`src/rtl/scl_div_pkg.sv`:
```
package scl_div_pkg;
  localparam int M_W    = 4;
  localparam int N_W    = 3;
  localparam int BAUD_W = M_W + N_W;

  // M occupies the upper bits, N the lower bits of the rate value
  typedef struct packed {
    logic [M_W-1:0] m;
    logic [N_W-1:0] n;
  } baud_t;
endpackage

```
`src/rtl/scl_baud_reg.sv`:
```
module scl_baud_reg
  import scl_div_pkg::*;
#(
  parameter logic [BAUD_W-1:0] RESET_BAUD = 7'h44
) (
  input  logic  clk,
  input  logic  rst,
  input  logic  en,
  input  logic  wr_en,
  input  baud_t wr_data,
  input  logic  period_end,
  output baud_t baud_q,
  output baud_t act_q
);
  always_ff @(posedge clk) begin
    if (rst) begin
      baud_q <= baud_t'(RESET_BAUD);
      act_q  <= baud_t'(RESET_BAUD);
    end else begin
      if (wr_en)
        baud_q <= wr_data;
      // the divisor in use changes only when idle or on a period boundary
      if (!en || period_end)
        act_q <= wr_en ? wr_data : baud_q;
    end
  end
endmodule

```
`src/rtl/scl_prescaler.sv`:
```
module scl_prescaler
  import scl_div_pkg::*;
#(
  parameter bit EXP_PLUS_ONE = 1'b1
) (
  input  logic  clk,
  input  logic  rst,
  input  logic  en,
  input  baud_t act,
  output logic  wrap
);
  localparam int EXP_CW = 1 << N_W;

  logic [M_W-1:0]    lin_cnt;
  logic [EXP_CW-1:0] exp_cnt;
  logic [N_W:0]      shamt;
  logic [EXP_CW-1:0] exp_lim;
  logic              lin_done;
  logic              exp_done;

  generate
    if (EXP_PLUS_ONE) begin : g_pow_plus1
      assign shamt = {1'b0, act.n} + (N_W+1)'(1);
    end else begin : g_pow_plain
      assign shamt = {1'b0, act.n};
    end
  endgenerate

  // 2^shamt - 1; a full-width shift wraps to zero and gives all ones
  assign exp_lim  = (EXP_CW'(1) << shamt) - EXP_CW'(1);
  assign lin_done = (lin_cnt == act.m);
  assign exp_done = (exp_cnt == exp_lim);
  assign wrap     = en && lin_done && exp_done;

  always_ff @(posedge clk) begin
    if (rst || !en) begin
      lin_cnt <= '0;
      exp_cnt <= '0;
    end else if (lin_done) begin
      lin_cnt <= '0;
      exp_cnt <= exp_done ? '0 : exp_cnt + EXP_CW'(1);
    end else begin
      lin_cnt <= lin_cnt + M_W'(1);
    end
  end
endmodule

```
`src/rtl/scl_phase_seq.sv`:
```
module scl_phase_seq #(
  parameter int PHASES = 10,
  localparam int PH_W = $clog2(PHASES)
) (
  input  logic            clk,
  input  logic            rst,
  input  logic            en,
  input  logic            wrap,
  output logic            period_end,
  output logic            tick_q,
  output logic [PH_W-1:0] phase_q,
  output logic            scl_hi_q,
  output logic            rise_q,
  output logic            fall_q
);
  localparam int HALF = PHASES / 2;

  logic            last_phase;
  logic [PH_W-1:0] phase_nxt;

  assign last_phase = (phase_q == PH_W'(PHASES - 1));
  assign period_end = wrap && last_phase;
  assign phase_nxt  = last_phase ? '0 : phase_q + PH_W'(1);

  always_ff @(posedge clk) begin
    if (rst || !en) begin
      phase_q  <= '0;
      tick_q   <= 1'b0;
      scl_hi_q <= 1'b0;
      rise_q   <= 1'b0;
      fall_q   <= 1'b0;
    end else begin
      tick_q <= wrap;
      rise_q <= wrap && (phase_q == PH_W'(HALF - 1));
      fall_q <= period_end;
      if (wrap) begin
        phase_q  <= phase_nxt;
        scl_hi_q <= (phase_nxt >= PH_W'(HALF));
      end
    end
  end
endmodule

```
`src/rtl/scl_rate_div.sv`:
```
module scl_rate_div
  import scl_div_pkg::*;
#(
  parameter logic [BAUD_W-1:0] RESET_BAUD   = 7'h44,
  parameter bit                EXP_PLUS_ONE = 1'b1,
  parameter int                PHASES       = 10,
  localparam int               PH_W         = $clog2(PHASES)
) (
  input  logic              clk,
  input  logic              rst,
  input  logic              eng_en,
  input  logic              baud_wr,
  input  logic [BAUD_W-1:0] baud_wdata,
  output logic [BAUD_W-1:0] baud_rd,
  output logic              bit_tick,
  output logic [PH_W-1:0]   phase_idx,
  output logic              scl_high,
  output logic              scl_rise,
  output logic              scl_fall
);
  baud_t reg_q;
  baud_t act_q;
  logic  wrap;
  logic  period_end;

  scl_baud_reg #(.RESET_BAUD(RESET_BAUD)) u_reg (
    .clk        (clk),
    .rst        (rst),
    .en         (eng_en),
    .wr_en      (baud_wr),
    .wr_data    (baud_t'(baud_wdata)),
    .period_end (period_end),
    .baud_q     (reg_q),
    .act_q      (act_q)
  );

  scl_prescaler #(.EXP_PLUS_ONE(EXP_PLUS_ONE)) u_pre (
    .clk  (clk),
    .rst  (rst),
    .en   (eng_en),
    .act  (act_q),
    .wrap (wrap)
  );

  scl_phase_seq #(.PHASES(PHASES)) u_seq (
    .clk        (clk),
    .rst        (rst),
    .en         (eng_en),
    .wrap       (wrap),
    .period_end (period_end),
    .tick_q     (bit_tick),
    .phase_q    (phase_idx),
    .scl_hi_q   (scl_high),
    .rise_q     (scl_rise),
    .fall_q     (scl_fall)
  );

  assign baud_rd = reg_q;
endmodule

```
`config.mk`:
```
export PLATFORM = sky130hd
export DESIGN_NAME = scl_rate_div
export DESIGN_NICKNAME = d
export VERILOG_FILES = /design/src/rtl/scl_div_pkg.sv /design/src/rtl/scl_baud_reg.sv /design/src/rtl/scl_prescaler.sv /design/src/rtl/scl_phase_seq.sv /design/src/rtl/scl_rate_div.sv
export SDC_FILE = /design/constraint.sdc
export NUM_CORES = 1
export LEC_CHECK = 0
export BUFFER_PORTS_ARGS = -buffer_cell sky130_fd_sc_hd__buf_4
export CAP_MARGIN = 40
export CORE_ASPECT_RATIO = 0.7
export CORE_UTILIZATION = 56
export CTS_CLUSTER_SIZE = 25
export DETAILED_ROUTE_END_ITERATION = 10
export PLACE_DENSITY = 0.8
export REMOVE_ABC_BUFFERS = 1
export SLEW_MARGIN = 20
export SYNTH_ARGS = -nofsm -noshare
export SYNTH_HDL_FRONTEND = slang
export SYNTH_HIERARCHICAL = 1
export SYNTH_SLANG_ARGS = --single-unit
```
`constraint.sdc`:
```
create_clock -name clk -period 3.9 [get_ports clk]
set_input_delay 0.39 -clock clk [delete_from_list [all_inputs] [get_ports clk]]
set_output_delay 0.39 -clock clk [all_outputs]
set_load 0.01 [all_outputs]
```
==> impl_summary.log <==
[metrics] XOR/XNOR share of the synthesized area: 0.0637
[metrics] class of the tightest hold or removal check: input port to flip-flop
[metrics] count of hold-fix buffers inserted at cts: 0
[metrics] TritonCTS clock tree: yes
[metrics] first-pass detailed-route iteration total: 4
[metrics] global-route wire length before repair: 6.25 mm
[metrics] total count of hold-check failures in the final report: 0
[metrics] final weighted congestion of routability-driven global placement: 0.866
[metrics] crit-path cells: or3_2 > ha_1 > nand4b_1 > o21a_1 > o32ai_2 > a21oi_2 > nor2_1 > and3_1 > nand2_1 > nor3_4 > nand2b_4 > a31oi_1
[metrics] post-route setup slack: 0.367 ns
[metrics] share of the core filled with cells in the final layout: 0.705
[metrics] library cell contributing the largest single delay on the critical path: sky130_fd_sc_hd__or3_2
[metrics] number of routed nets with antenna violations: 0
[metrics] overall die height: 49.3 µm
[metrics] horizontal die dimension: 69.5 µm
[metrics] Root Driver: sky130_fd_sc_hd__clkbuf_8
[metrics] count of antenna diodes in the layout: 0
[metrics] Final Max Tran Viols: 0
[metrics] Max-cap violations: 0
[metrics] worst hold slack: 0.357 ns
[metrics] final setup violation count: 0
[metrics] arrival time of the worst setup path: 3.69 ns
[metrics] Synth Instances: 188
[metrics] required time of the worst setup path: 4.06 ns
[metrics] CTS Sinks: 34
[metrics] post-synthesis to final-layout area growth: 14.4%
[metrics] die outline area: 3430 µm²
[metrics] most area-hungry cell type in the Yosys netlist: sky130_fd_sc_hd__dfxtp_1
[metrics] Post-synth EDFFs: 0
[metrics] Post-synth top cells: sky130_fd_sc_hd__dfxtp_1, sky130_fd_sc_hd__nor2_1, sky130_fd_sc_hd__a21oi_1, sky130_fd_sc_hd__mux2i_1, sky130_fd_sc_hd__nand3_1
[metrics] setup total negative slack: 0 ns
[metrics] static power due to leakage: 0.804 nW
[metrics] count of input and output buffers: 25
[metrics] critical path capture point type: flip-flop
[metrics] time the final worst path needs with I/O delays and setup: 3.53 ns
[metrics] achievable clock frequency: 283 MHz
[metrics] clock insertion delay at the later pin of the skew report: 0.29 ns
[metrics] part of the cycle the worst path needs: 0.906
[metrics] initial DRC count: 146
[metrics] number of synthesized register bits: 34
[metrics] CTS buffer count: 5
[metrics] fraction of synthesized cell area taken by the top area cell type: 0.381
[metrics] largest family of logic cells by synthesized area: simple AND/OR/NAND/NOR gates
[metrics] antenna violations before repair: 0
[metrics] Simple-Gate Fraction of Synth Area: 0.302
[metrics] proportion of synthesized flip-flops having asynchronous set or reset: 0
[metrics] count of boundary I/O pins: 26
[metrics] RSZ-0062 raised after global routing: false
[metrics] sum of overflow across all layers after global routing: 0
[metrics] vias in the first global route: 1364
[metrics] vias: 1452
[metrics] synthesis warning total: 6
[metrics] netlist area before placement: 1790 µm²
[metrics] adder-cell share of the synthesized area: 0.0210
[metrics] average instance area after synthesis: 9.51 µm²
[metrics] compound-gate portion of the synthesized area: 0.125
[metrics] top flip-flop cell by instance count after synthesis: sky130_fd_sc_hd__dfxtp_1
[metrics] post-synth cell types: 53
[metrics] placeable core area: 2900 µm²
[metrics] CP Class: flip-flop to flip-flop
[metrics] clock transition at the register clock pins on the worst setup and hold paths after CTS: 0.07 ns
[metrics] Cell Rows: 16
[metrics] placement-stage worst setup slack: 0.321 ns
[metrics] final layout net count: 225
[metrics] mean number of vias per cell: 5.85
[metrics] final HPWL from detailed placement: 2.56 mm
[metrics] stage delay of the slowest cell on the critical path: 0.53 ns
[metrics] number of buffers between clock root and the deepest sink: 2
[metrics] global router's overall resource usage: 0.230
[metrics] Max Fanout on Critical Path: 15
[metrics] wire per inst: 14.7 µm
[metrics] outcome: completed
[metrics] deepest level of the CTS H-tree: 2
[metrics] total DRC errors in the routed layout: 0
[metrics] total power of the final layout: 717 µW
[metrics] WL final: 3.65 mm
[metrics] CP Launch Type: flip-flop
[metrics] ratio of cells with drive above 1 in the final layout: 0.250
[metrics] power density over the cells: 350 nW/µm²
[metrics] Max rail drop VDD: 0.291 mV
[metrics] leading cell types by total area after synthesis: sky130_fd_sc_hd__dfxtp_1, sky130_fd_sc_hd__mux2i_1, sky130_fd_sc_hd__xor2_1
[metrics] Clock Skews: 0.00425 ns
[metrics] multiplexer fraction of the synthesized cell area: 0.0504
[metrics] starting density of the core: 0.616
[metrics] proportion of synthesized chip area in sequential cells: 0.381
[metrics] pin count of the biggest net entering global routing: 19
[metrics] most frequent cell after synthesis: sky130_fd_sc_hd__dfxtp_1
[where the power goes]
part           total, mW  internal [mW]  switching [mW]
combinational     0.0745         0.0357          0.0388
clock              0.271          0.142           0.129
sequential         0.371          0.358          0.0137
total              0.717          0.535           0.182
[metrics by stage]
step           cells  cell area (µm²)
6_report         248             2050
5_1_grt          248             2050
4_1_cts          248             2040
3_5_place_dp     240             1940
3_3_place_gp     240             1940
2_1_floorplan    178             1700
[flip-flops by register name, indices dropped and copies added (netlist names)]
name            count
u_pre/exp_cnt       8
u_pre/lin_cnt       4
u_reg/act_q         7
u_reg/baud_q        7
u_seq/fall_q        1
u_seq/phase_q       4
u_seq/rise_q        1
u_seq/scl_hi_q      1
u_seq/tick_q        1
[area by class of cell]
type,count,area (µm²)
clock buffers,6,82.6
clock inverters,2,12.5
fillers,203,857
inverters,4,15.0
multi-input cells,140,1010
flip-flops and latches,34,681
well taps,36,45.0
repair buffers,26,195
[cell families after synthesis]
kind of cell,after synthesis
AND/OR/NAND/NOR,82
adder cells (fa/ha/maj),3
XOR/XNOR,13
other,1
AO/OA/AOI/OAI,32
buffers and inverters,14
flip-flops,34
multiplexers,9
[layer usage]
| layer | track usage | vias up | wire [µm] |
|---|---|---|---|
| met2 | 0.351 | 36 | 1620 |
| met3 | 0.0661 | 10 | 176 |
| met1 | 0.304 | 682 | 1790 |
| li1 | - | 724 | - |
| met4 | 0.0986 | 0 | 65 |
| met5 | 0 | - | 0 |
[critical path: cells and delay by family (launching register included)]
kind            cells  cell delay [ns]
fa+ha+maj           1             0.28
compound gates      4             0.56
simple gates        7             2.10
flops               1             0.46
[final timing paths]
check                 startpoint         endpoint  slack [ns]  cells after the start
setup / recovery  u_reg/act_q[1]   u_reg/act_q[6]        0.37                     12
hold reg to reg   u_seq/scl_hi_q   u_seq/scl_hi_q        0.48                      2
setup reg to reg  u_reg/act_q[1]   u_reg/act_q[6]        0.37                     12
hold / removal     baud_wdata[2]  u_reg/baud_q[2]        0.36                      3
[what timing repair did]
| action | CTS | global route |
|---|---|---|
| endpoints found under the setup margin | 0 | 7 |
| gates resized for setup | 0 | 1 |
| buffers inserted | 0 | 0 |
[cells in the final DEF (no fill, tap or decap), drive strengths merged, types with 3 or more instances in the layout]
| master | n |
|---|---|
| dfxtp | 34 |
| buf | 26 |
| nor2 | 18 |
| a21oi | 10 |
| mux2i | 9 |
| nand3 | 9 |
| and3 | 9 |
| xor2 | 8 |
| nor4 | 8 |
| nand2 | 7 |
| nor3b | 7 |
| clkbuf | 6 |
| o21ai | 6 |
| xnor2 | 5 |
| a211oi | 5 |
| nand2b | 5 |
| inv | 4 |
| nor3 | 4 |
| ha | 3 |
No activity file was read; power rests on OpenSTA's default activity.
